--- config.mk ---
export PLATFORM = sky130hd
export DESIGN_NAME = hostpipe_bridge
export DESIGN_NICKNAME = d
export VERILOG_FILES = /design/src/rtl/hostpipe_pkg.sv /design/src/rtl/hostpipe_addr.sv /design/src/rtl/hostpipe_dir.sv /design/src/rtl/hostpipe_pf.sv /design/src/rtl/hostpipe_bridge.sv
export SDC_FILE = /design/constraint.sdc
export NUM_CORES = 1
export LEC_CHECK = 0
export ABC_AREA = 1
export BUFFER_PORTS_ARGS = -buffer_cell sky130_fd_sc_hd__buf_2
export CAP_MARGIN = 40
export CORE_MARGIN = 2
export CORE_UTILIZATION = 49
export CTS_CLUSTER_SIZE = 16
export DETAILED_ROUTE_END_ITERATION = 10
export HOLD_SLACK_MARGIN = 0.06
export PLACE_DENSITY = 0.74
export SETUP_SLACK_MARGIN = 0.1
export SYNTH_ARGS = -nofsm -noshare
export SYNTH_HDL_FRONTEND = slang
export SYNTH_HIERARCHICAL = 1
export SYNTH_SLANG_ARGS = --single-unit
--- constraint.sdc ---
create_clock -name clk -period 2.2 [get_ports clk]
set_input_delay 0.22 -clock clk [delete_from_list [all_inputs] [get_ports clk]]
set_output_delay 0.22 -clock clk [all_outputs]
set_load 0.05 [all_outputs]
--- src/rtl/hostpipe_pkg.sv ---
package hostpipe_pkg;
  typedef enum logic [1:0] {
    SEL_ADDR  = 2'd0,
    SEL_LO    = 2'd1,
    SEL_HI    = 2'd2,
    SEL_OTHER = 2'd3
  } port_e;
endpackage

--- src/rtl/hostpipe_addr.sv ---
module hostpipe_addr #(
  parameter int AW = 16
) (
  input  logic            clk,
  input  logic            rst,
  input  logic            addr_wr,
  input  logic            cancel,
  input  logic            odd_start,
  input  logic            adv,
  input  logic [1:0]      step,
  input  logic [AW/2-1:0] half_in,
  output logic [AW-1:0]   ptr,
  output logic            load_now
);
  localparam int HALF = AW / 2;

  logic            pend;
  logic [HALF-1:0] hold;

  assign load_now = addr_wr & pend;

  always_ff @(posedge clk) begin
    if (rst) begin
      pend <= 1'b0;
      hold <= '0;
      ptr  <= '0;
    end else if (addr_wr) begin
      if (pend) begin
        ptr  <= {half_in, hold[HALF-1:1], hold[0] | odd_start};
        pend <= 1'b0;
      end else begin
        hold <= half_in;
        pend <= 1'b1;
      end
    end else begin
      if (cancel) pend <= 1'b0;
      if (adv)    ptr  <= ptr + AW'(step);
    end
  end

  p_abandon_keeps_ptr_r3: assert property (@(posedge clk) disable iff (rst)
    (cancel && !addr_wr && !adv) |=> $stable(ptr));
  p_upper_half_r2: assert property (@(posedge clk) disable iff (rst)
    load_now |=> ptr[AW-1:HALF] == $past(half_in));
  p_odd_force_r4: assert property (@(posedge clk) disable iff (rst)
    (load_now && odd_start) |=> ptr[0]);
endmodule

--- src/rtl/hostpipe_dir.sv ---
module hostpipe_dir (
  input  logic clk,
  input  logic rst,
  input  logic load_now,
  input  logic rd_take,
  output logic wr_ok,
  output logic rd_ok
);
  logic loaded, rd_seen;

  always_ff @(posedge clk) begin
    if (rst) begin
      loaded  <= 1'b0;
      rd_seen <= 1'b0;
    end else if (load_now) begin
      loaded  <= 1'b1;
      rd_seen <= 1'b0;
    end else if (rd_take) begin
      rd_seen <= 1'b1;
    end
  end

  assign wr_ok = loaded & ~rd_seen;
  assign rd_ok = loaded;

  p_read_locks_writes_r5: assert property (@(posedge clk) disable iff (rst)
    (rd_take && !load_now) |=> !wr_ok);
  p_reload_unlocks_r5: assert property (@(posedge clk) disable iff (rst)
    load_now |=> wr_ok);
endmodule

--- src/rtl/hostpipe_pf.sv ---
module hostpipe_pf #(
  parameter int DW = 16
) (
  input  logic          clk,
  input  logic          rst,
  input  logic          req,
  input  logic [DW-1:0] ram_rdata,
  output logic          issue,
  output logic [DW-1:0] pf
);
  logic s2, s3;

  always_ff @(posedge clk) begin
    if (rst) begin
      issue <= 1'b0;
      s2    <= 1'b0;
      s3    <= 1'b0;
      pf    <= '0;
    end else begin
      issue <= req;
      s2    <= issue;
      s3    <= s2;
      if (s3) pf <= ram_rdata;
    end
  end
endmodule

--- src/rtl/hostpipe_bridge.sv ---
module hostpipe_bridge #(
  parameter int AW = 16,
  parameter int DW = 16
) (
  input  logic          clk,
  input  logic          rst,
  input  logic          pipe_en,
  input  logic          mem_win_en,
  input  logic          odd_start,
  input  logic [1:0]    host_sel,
  input  logic          host_rd,
  input  logic          host_wr,
  input  logic          host_wide,
  input  logic [DW-1:0] host_wdata,
  output logic [DW-1:0] host_rdata,
  output logic [AW-1:0] buf_ptr,
  output logic          wr_ok,
  output logic          mem_dec_en,
  output logic [AW-1:0] ram_addr,
  output logic          ram_re,
  output logic          ram_we,
  output logic          ram_wide,
  output logic [DW-1:0] ram_wdata,
  input  logic [DW-1:0] ram_rdata
);
  import hostpipe_pkg::*;
  localparam int HALF = AW / 2;
  localparam int LANE = DW / 2;

  logic          active, addr_wr, cancel, lo_sel;
  logic          rd_ok, rd_take, wr_take, adv, load_now, issue;
  logic [1:0]    step;
  logic [DW-1:0] pf;

  assign active  = pipe_en & ~mem_win_en;
  assign lo_sel  = (port_e'(host_sel) == SEL_LO);
  assign addr_wr = host_wr & active & (port_e'(host_sel) == SEL_ADDR);
  assign cancel  = (host_rd | host_wr) & ~addr_wr;
  assign rd_take = host_rd & active & lo_sel & rd_ok;
  assign wr_take = host_wr & active & lo_sel & wr_ok;
  assign adv     = rd_take | wr_take;
  assign step    = host_wide ? 2'd2 : 2'd1;

  hostpipe_addr #(.AW(AW)) u_addr (
    .clk(clk), .rst(rst), .addr_wr(addr_wr), .cancel(cancel),
    .odd_start(odd_start), .adv(adv), .step(step),
    .half_in(host_wdata[HALF-1:0]), .ptr(buf_ptr), .load_now(load_now)
  );

  hostpipe_dir u_dir (
    .clk(clk), .rst(rst), .load_now(load_now), .rd_take(rd_take),
    .wr_ok(wr_ok), .rd_ok(rd_ok)
  );

  hostpipe_pf #(.DW(DW)) u_pf (
    .clk(clk), .rst(rst), .req(load_now | adv), .ram_rdata(ram_rdata),
    .issue(issue), .pf(pf)
  );

  always_ff @(posedge clk) begin
    if (rst) begin
      host_rdata <= '0;
      mem_dec_en <= 1'b1;
      ram_addr   <= '0;
      ram_re     <= 1'b0;
      ram_we     <= 1'b0;
      ram_wide   <= 1'b0;
      ram_wdata  <= '0;
    end else begin
      mem_dec_en <= ~active;
      ram_addr   <= buf_ptr;
      ram_re     <= issue;
      ram_we     <= wr_take;
      if (wr_take) begin
        ram_wdata <= host_wdata;
        ram_wide  <= host_wide;
      end
      if (rd_take)
        host_rdata <= host_wide ? pf : {{LANE{1'b0}}, pf[LANE-1:0]};
    end
  end

  p_write_needs_ok_r5: assert property (@(posedge clk) disable iff (rst)
    ram_we |-> $past(wr_ok));
  p_idle_when_off_r9: assert property (@(posedge clk) disable iff (rst)
    !active |=> !ram_we);
  p_high_port_inert_r7: assert property (@(posedge clk) disable iff (rst)
    (port_e'(host_sel) != SEL_LO) |=> !ram_we);
endmodule

# After elaboration in Yosys (flattened, before gate mapping)
# Cells that the tools add are included.
# classes
multipliers	0
n_lt_le_gt_ge	0
shifts	0
muxes	8
div_mod_pow	0
n_eq_ne	2
addsub	1
n_reduce_logical	6
bitwise	20
# ops
cell	n
$mux 16	4
$add 16x2->16	1
$and 1x1->1	11
$not 1->1	5
$or 1x1->1	4
$reduce_and 2->1	2
$reduce_bool 2->1	2
$mux 1	3
$eq 2x1->1 const B	1
$logic_not 2->1	1
$mux 2	1
$ne 2x1->1 const B	1
$reduce_or 2->1	1
# totals
rom_bits	0
output_inout_bits	69
register_bits	97
latch_bits	0
mem_count	0
ram_bits	0
wordCells	52

# Depth between registers and ports, before layout
# logic_depth
ltp_word	8
mapped_depth	13

# Modules after synthesis
# The synthesis kept the hierarchy.
# modules_own_cells
module	area_each_um2	n_inst	seq_area_each_um2	cells_each
hostpipe_bridge	2304.7	1	1041.0	355
hostpipe_addr	1515.2	1	500.5	221
hostpipe_pf	750.7	1	380.4	110
hostpipe_dir	73.8	1	40.0	11

# Worst setup path after synthesis
# OpenSTA, ideal clock, no wires.
# synth_timing
kind	register to register
startpoint	reg u_dir.loaded (netlist: u_dir/rd_ok)
endpoint	reg u_addr.ptr[3]
setup_slack_ns	-0.153
n_path_buf	1
path_stages_with_launch	14
synth_period_minus_slack_ns	2.353
t_arrival_ns	2.274
cell_sequence	dfxtp_1 > inv_1 > nor2_1 > nand2_1 > inv_2 > nand3_2 > buf_6 > nand2_1 > nand2_8 > inv_4 > nor2_8 > inv_2 > a21oi_1 > a211oi_2
# synth_between
elab_chain_len	5
# synth_lines
item	line_no	source
from (decl)	hostpipe_dir.sv:9	logic loaded, rd_seen;
from (signal assigned)	hostpipe_dir.sv:13	loaded <= 1'b0;
from (signal assigned)	hostpipe_dir.sv:16	loaded <= 1'b1;
$and 1x1->1	hostpipe_dir.sv:23	assign wr_ok = loaded & ~rd_seen;
named net wr_ok	hostpipe_bridge.sv:17	output logic wr_ok,
$and 1x1->1	hostpipe_bridge.sv:40	assign wr_take = host_wr & active & lo_sel & wr_ok;
$or 1x1->1	hostpipe_bridge.sv:41	assign adv = rd_take | wr_take;
named net adv	hostpipe_bridge.sv:31	logic rd_ok, rd_take, wr_take, adv, load_now, issue;
$reduce_bool 2->1 (no source line)	--	
$reduce_and 2->1 (no source line)	--	
to (signal assigned)	hostpipe_addr.sv:29	ptr <= {half_in, hold[HALF-1:1], hold[0] | odd_start};
to (signal assigned)	hostpipe_addr.sv:37	if (adv) ptr <= ptr + AW'(step);
to (decl)	hostpipe_addr.sv:12	output logic [AW-1:0] ptr,
# The timed path passes the listed nets, and every way through them passes these cells.
# A chain may end at the register's enable or synchronous reset.

# Final worst setup path
# layout_timing
startpoint	reg u_addr.ptr[0]
endpoint	reg u_addr.ptr[10]
# layout_between
elab_chain_len	3
# layout_lines
item	line_no	source
$add 16x2->16	hostpipe_addr.sv:37	
$mux 16	hostpipe_addr.sv:37	
$mux 16	hostpipe_addr.sv:27	end else if (addr_wr) begin
# Every way passes these cells. The select of a mux whose other input is x is not followed.

==> flow_metrics.env <==
export IMPL_pre_cts_slack_ns=0.263
export IMPL_cts_resized=0
export IMPL_nNetsFinal=848
export IMPL_cts_sinks=98
export IMPL_wl_microns=10600
export IMPL_ys_seq_elements=98
export IMPL_synth_area_sq_mm=0.00464
export IMPL_crit_path_start_kind="register"
export IMPL_die_y_microns=101
export IMPL_critPathLaunch="u_addr/ptr[0]$_SDFFE_PP0P_"
export IMPL_required_ns=2.44
export IMPL_rr_worst_depth=11
export IMPL_place_hpwl_microns=7780
export IMPL_grt_pass1_vias=3895
export IMPL_place_gp_congestion=0.842
export IMPL_antenna_found_initial=1
export IMPL_grt_max_degree=40
export IMPL_crit_path_top_delay_cell="dfxtp_2"
export IMPL_ys_top_cells_by_area="dfxtp_1 (42%), nand2_1 (13%), inv_1 (13%)"
export IMPL_outcome="complete, no violations"
export IMPL_areaGrowthSynthToFinish_pct=17.4
export IMPL_worstSkewPairLatency_ns=0.36
export IMPL_yosysTopAreaCellShare_pct=42.2
export IMPL_hold_viol=0
export IMPL_setup_tns_ns=0
export IMPL_drc=0
export IMPL_grt_pass1_wl_microns=17400
export IMPL_timing_rr_end="u_addr/ptr[10]$_SDFFE_PP0P_"
export IMPL_root_buffer="clkbuf_8"
export IMPL_port_buffers=110
export IMPL_first_iter_violations=177
export IMPL_finalClockSkew_ns=0.00813
export IMPL_reg2reg_slack_ns=0.32
export IMPL_final_util_pct=59.3
export IMPL_nFillCells=885
export IMPL_fmax_mhz=531
export IMPL_core_area_sq_mm=0.00920
export IMPL_drive_above_1_share_pct=20.9
export IMPL_row_count=35
export IMPL_synth_area_per_cell_sq_um=6.66
export IMPL_design_area_sq_mm=0.00545
export IMPL_cts_clk_slew_worst_paths_ns=0.09
export IMPL_slew_headroom_pct=70.7
export IMPL_synthArstFlopShare_pct=0
export IMPL_layout_setup_ws_ns=0.317
export IMPL_rsz0062_at_grt="no"
export IMPL_cts_tree="built"
export IMPL_dpl_instance_area_sq_mm=0.00525
export IMPL_arrival_ns=2.12
export IMPL_hp_class="input port to register"
export IMPL_end_kind="register"
export IMPL_drv_cap=0
export IMPL_initial_core_util_pct=50.5
export IMPL_crit_type="register to register"
export IMPL_synthCells=697
export IMPL_vias_per_cell=4.70
export IMPL_min_to="mem_dec_en$_SDFF_PP1_"
export IMPL_h_tree_depth=3
export IMPL_vdd_drop_max_mv=0.277
export IMPL_final_cell_mix="nand2_1 (159), inv_1 (156), nor2_1 (117)"
export IMPL_fin_crit_ns=1.88
export IMPL_cts_setup_buffers=0
export IMPL_worstPathCellList="ha_1 -> inv_1 -> fa_1 -> inv_1 -> nand2_1 -> nor2_4 -> nand2_1 -> nand2_1 -> nand2_1 -> o21ai_1 -> a21oi_1"
export IMPL_cp_max_fo=8
export IMPL_die_area_sq_mm=0.0103
export IMPL_r2r_start="u_addr/ptr[0]$_SDFFE_PP0P_"
export IMPL_synth_cell_types=38
export IMPL_layout_commonest_cell="nand2_1"
export IMPL_syn_nets=742
export IMPL_cts_buffers=9
export IMPL_yosysTopAreaCell="dfxtp_1"
export IMPL_grtUsageTotal_pct=21.1
export IMPL_io_pins=111
export IMPL_die_x_microns=101
export IMPL_drt_wirelength_per_cell_microns=11.5
export IMPL_tightest_slew_ns=0.439
export IMPL_power_density_mw_per_mm2=574
export IMPL_whs_path_depth=3
export IMPL_hold_buffers=0
export IMPL_hp_start="mem_win_en"
export IMPL_postRouteAntennaNets=0
export IMPL_maxSlewViolCount=0
export IMPL_p_leak_uw=0.00284
export IMPL_antenna_cells=0
export IMPL_cp_top_family="simple AND/OR/NAND/NOR gates"
export IMPL_critPathMostFrequentCell="nand2_1"
export IMPL_drtPass1Iterations=4
export IMPL_fin_crit_sh_pct=85.6
export IMPL_vias=4316
export IMPL_critPathMaxStageDelay_ns=0.36
export IMPL_yosysWarnings=6
export IMPL_ys_flop_type="dfxtp_1"
export IMPL_critPathBufInv=2
export IMPL_ys_seq_area_share_pct=42.2
export IMPL_finalSetupViolations=0
export IMPL_cts_buffer_depth=2
export IMPL_overflow=0
export IMPL_synth_edf_count=0
[routing by layer]
| metal | vias to the layer above | global-route usage [%] | routed length, microns |
|---|---|---|---|
| met5 | - | 0 | 14 |
| met4 | 2 | 8.42 | 301 |
| met3 | 23 | 4.83 | 564 |
| met2 | 130 | 36.0 | 5060 |
| met1 | 1909 | 25.9 | 4620 |
| li1 | 2252 | - | - |
[synthesized netlist by cell type, types with 4 or more instances]
master,instances
nor2_4,4
buf_6,8
inv_1,156
buf_4,6
nand3_1,49
nor2_2,4
nand4_1,4
dfxtp_1,98
inv_2,6
a21oi_1,23
nor2_1,118
o21ai_0,22
buf_2,6
nand2_1,159
[worst min-delay path, delay by kind of cell]
kind                   cells  cell delay [ns]
buffers and inverters      1             0.11
and+or+nand+nor            2             0.10
[area by class of cell]
class	count	area (sq um)	area share, %
Tap cell	111	139	2.55
Clock inverter	6	65.1	1.19
Timing Repair Buffer	119	638	11.7
Inverter	165	627	11.5
Multi-Input combinational cell	410	1880	34.5
Clock buffer	10	138	2.52
Sequential cell	98	1960	36.0
[power by group]
| part | internal (uW) | switching (uW) |
|---|---|---|
| logic | 61.9 | 101 |
| clock network | 559 | 628 |
| registers | 1780 | 2.87 |
[flip-flops by register name (all words and copies together), names as in the netlist, 8 cells and up]
name         count
host_rdata      16
ram_addr        16
ram_wdata       16
u_addr/ptr      16
u_pf/pf         16
u_addr/hold      8
[through the flow]
step | power, uW | hold slack, ns | std cells
finish | 3130 | 0.101 | 919
global route | 3250 | 0.0938 | 919
CTS | 3160 | 0.0822 | 919
detailed placement | 1980 | 0.398 | 903
global placement | 1980 | 0.393 | 902
floorplan | 1910 | 0.282 | 697
[how the worst max path moves through the flow]
stage	cells after the start	endpoint	slack (ns)
CTS	11	u_addr/ptr[10]$_SDFFE_PP0P_	0.34
finish	11	u_addr/ptr[10]$_SDFFE_PP0P_	0.32
floorplan	13	u_addr/ptr[3]$_SDFFE_PP0P_	0.11
global placement	13	u_addr/ptr[10]$_SDFFE_PP0P_	0.33
global route	11	u_addr/ptr[10]$_SDFFE_PP0P_	0.18
detailed placement	13	u_addr/ptr[10]$_SDFFE_PP0P_	0.26
[cells by family after synthesis]
family,synth area share (%)
and+or+nand+nor,33.0
buffers and inverters,17.4
DFF,42.2
AOI/OAI and AO/OA,6.44
adders and majority gates,0.970
(Power assumes the default switching activity.)
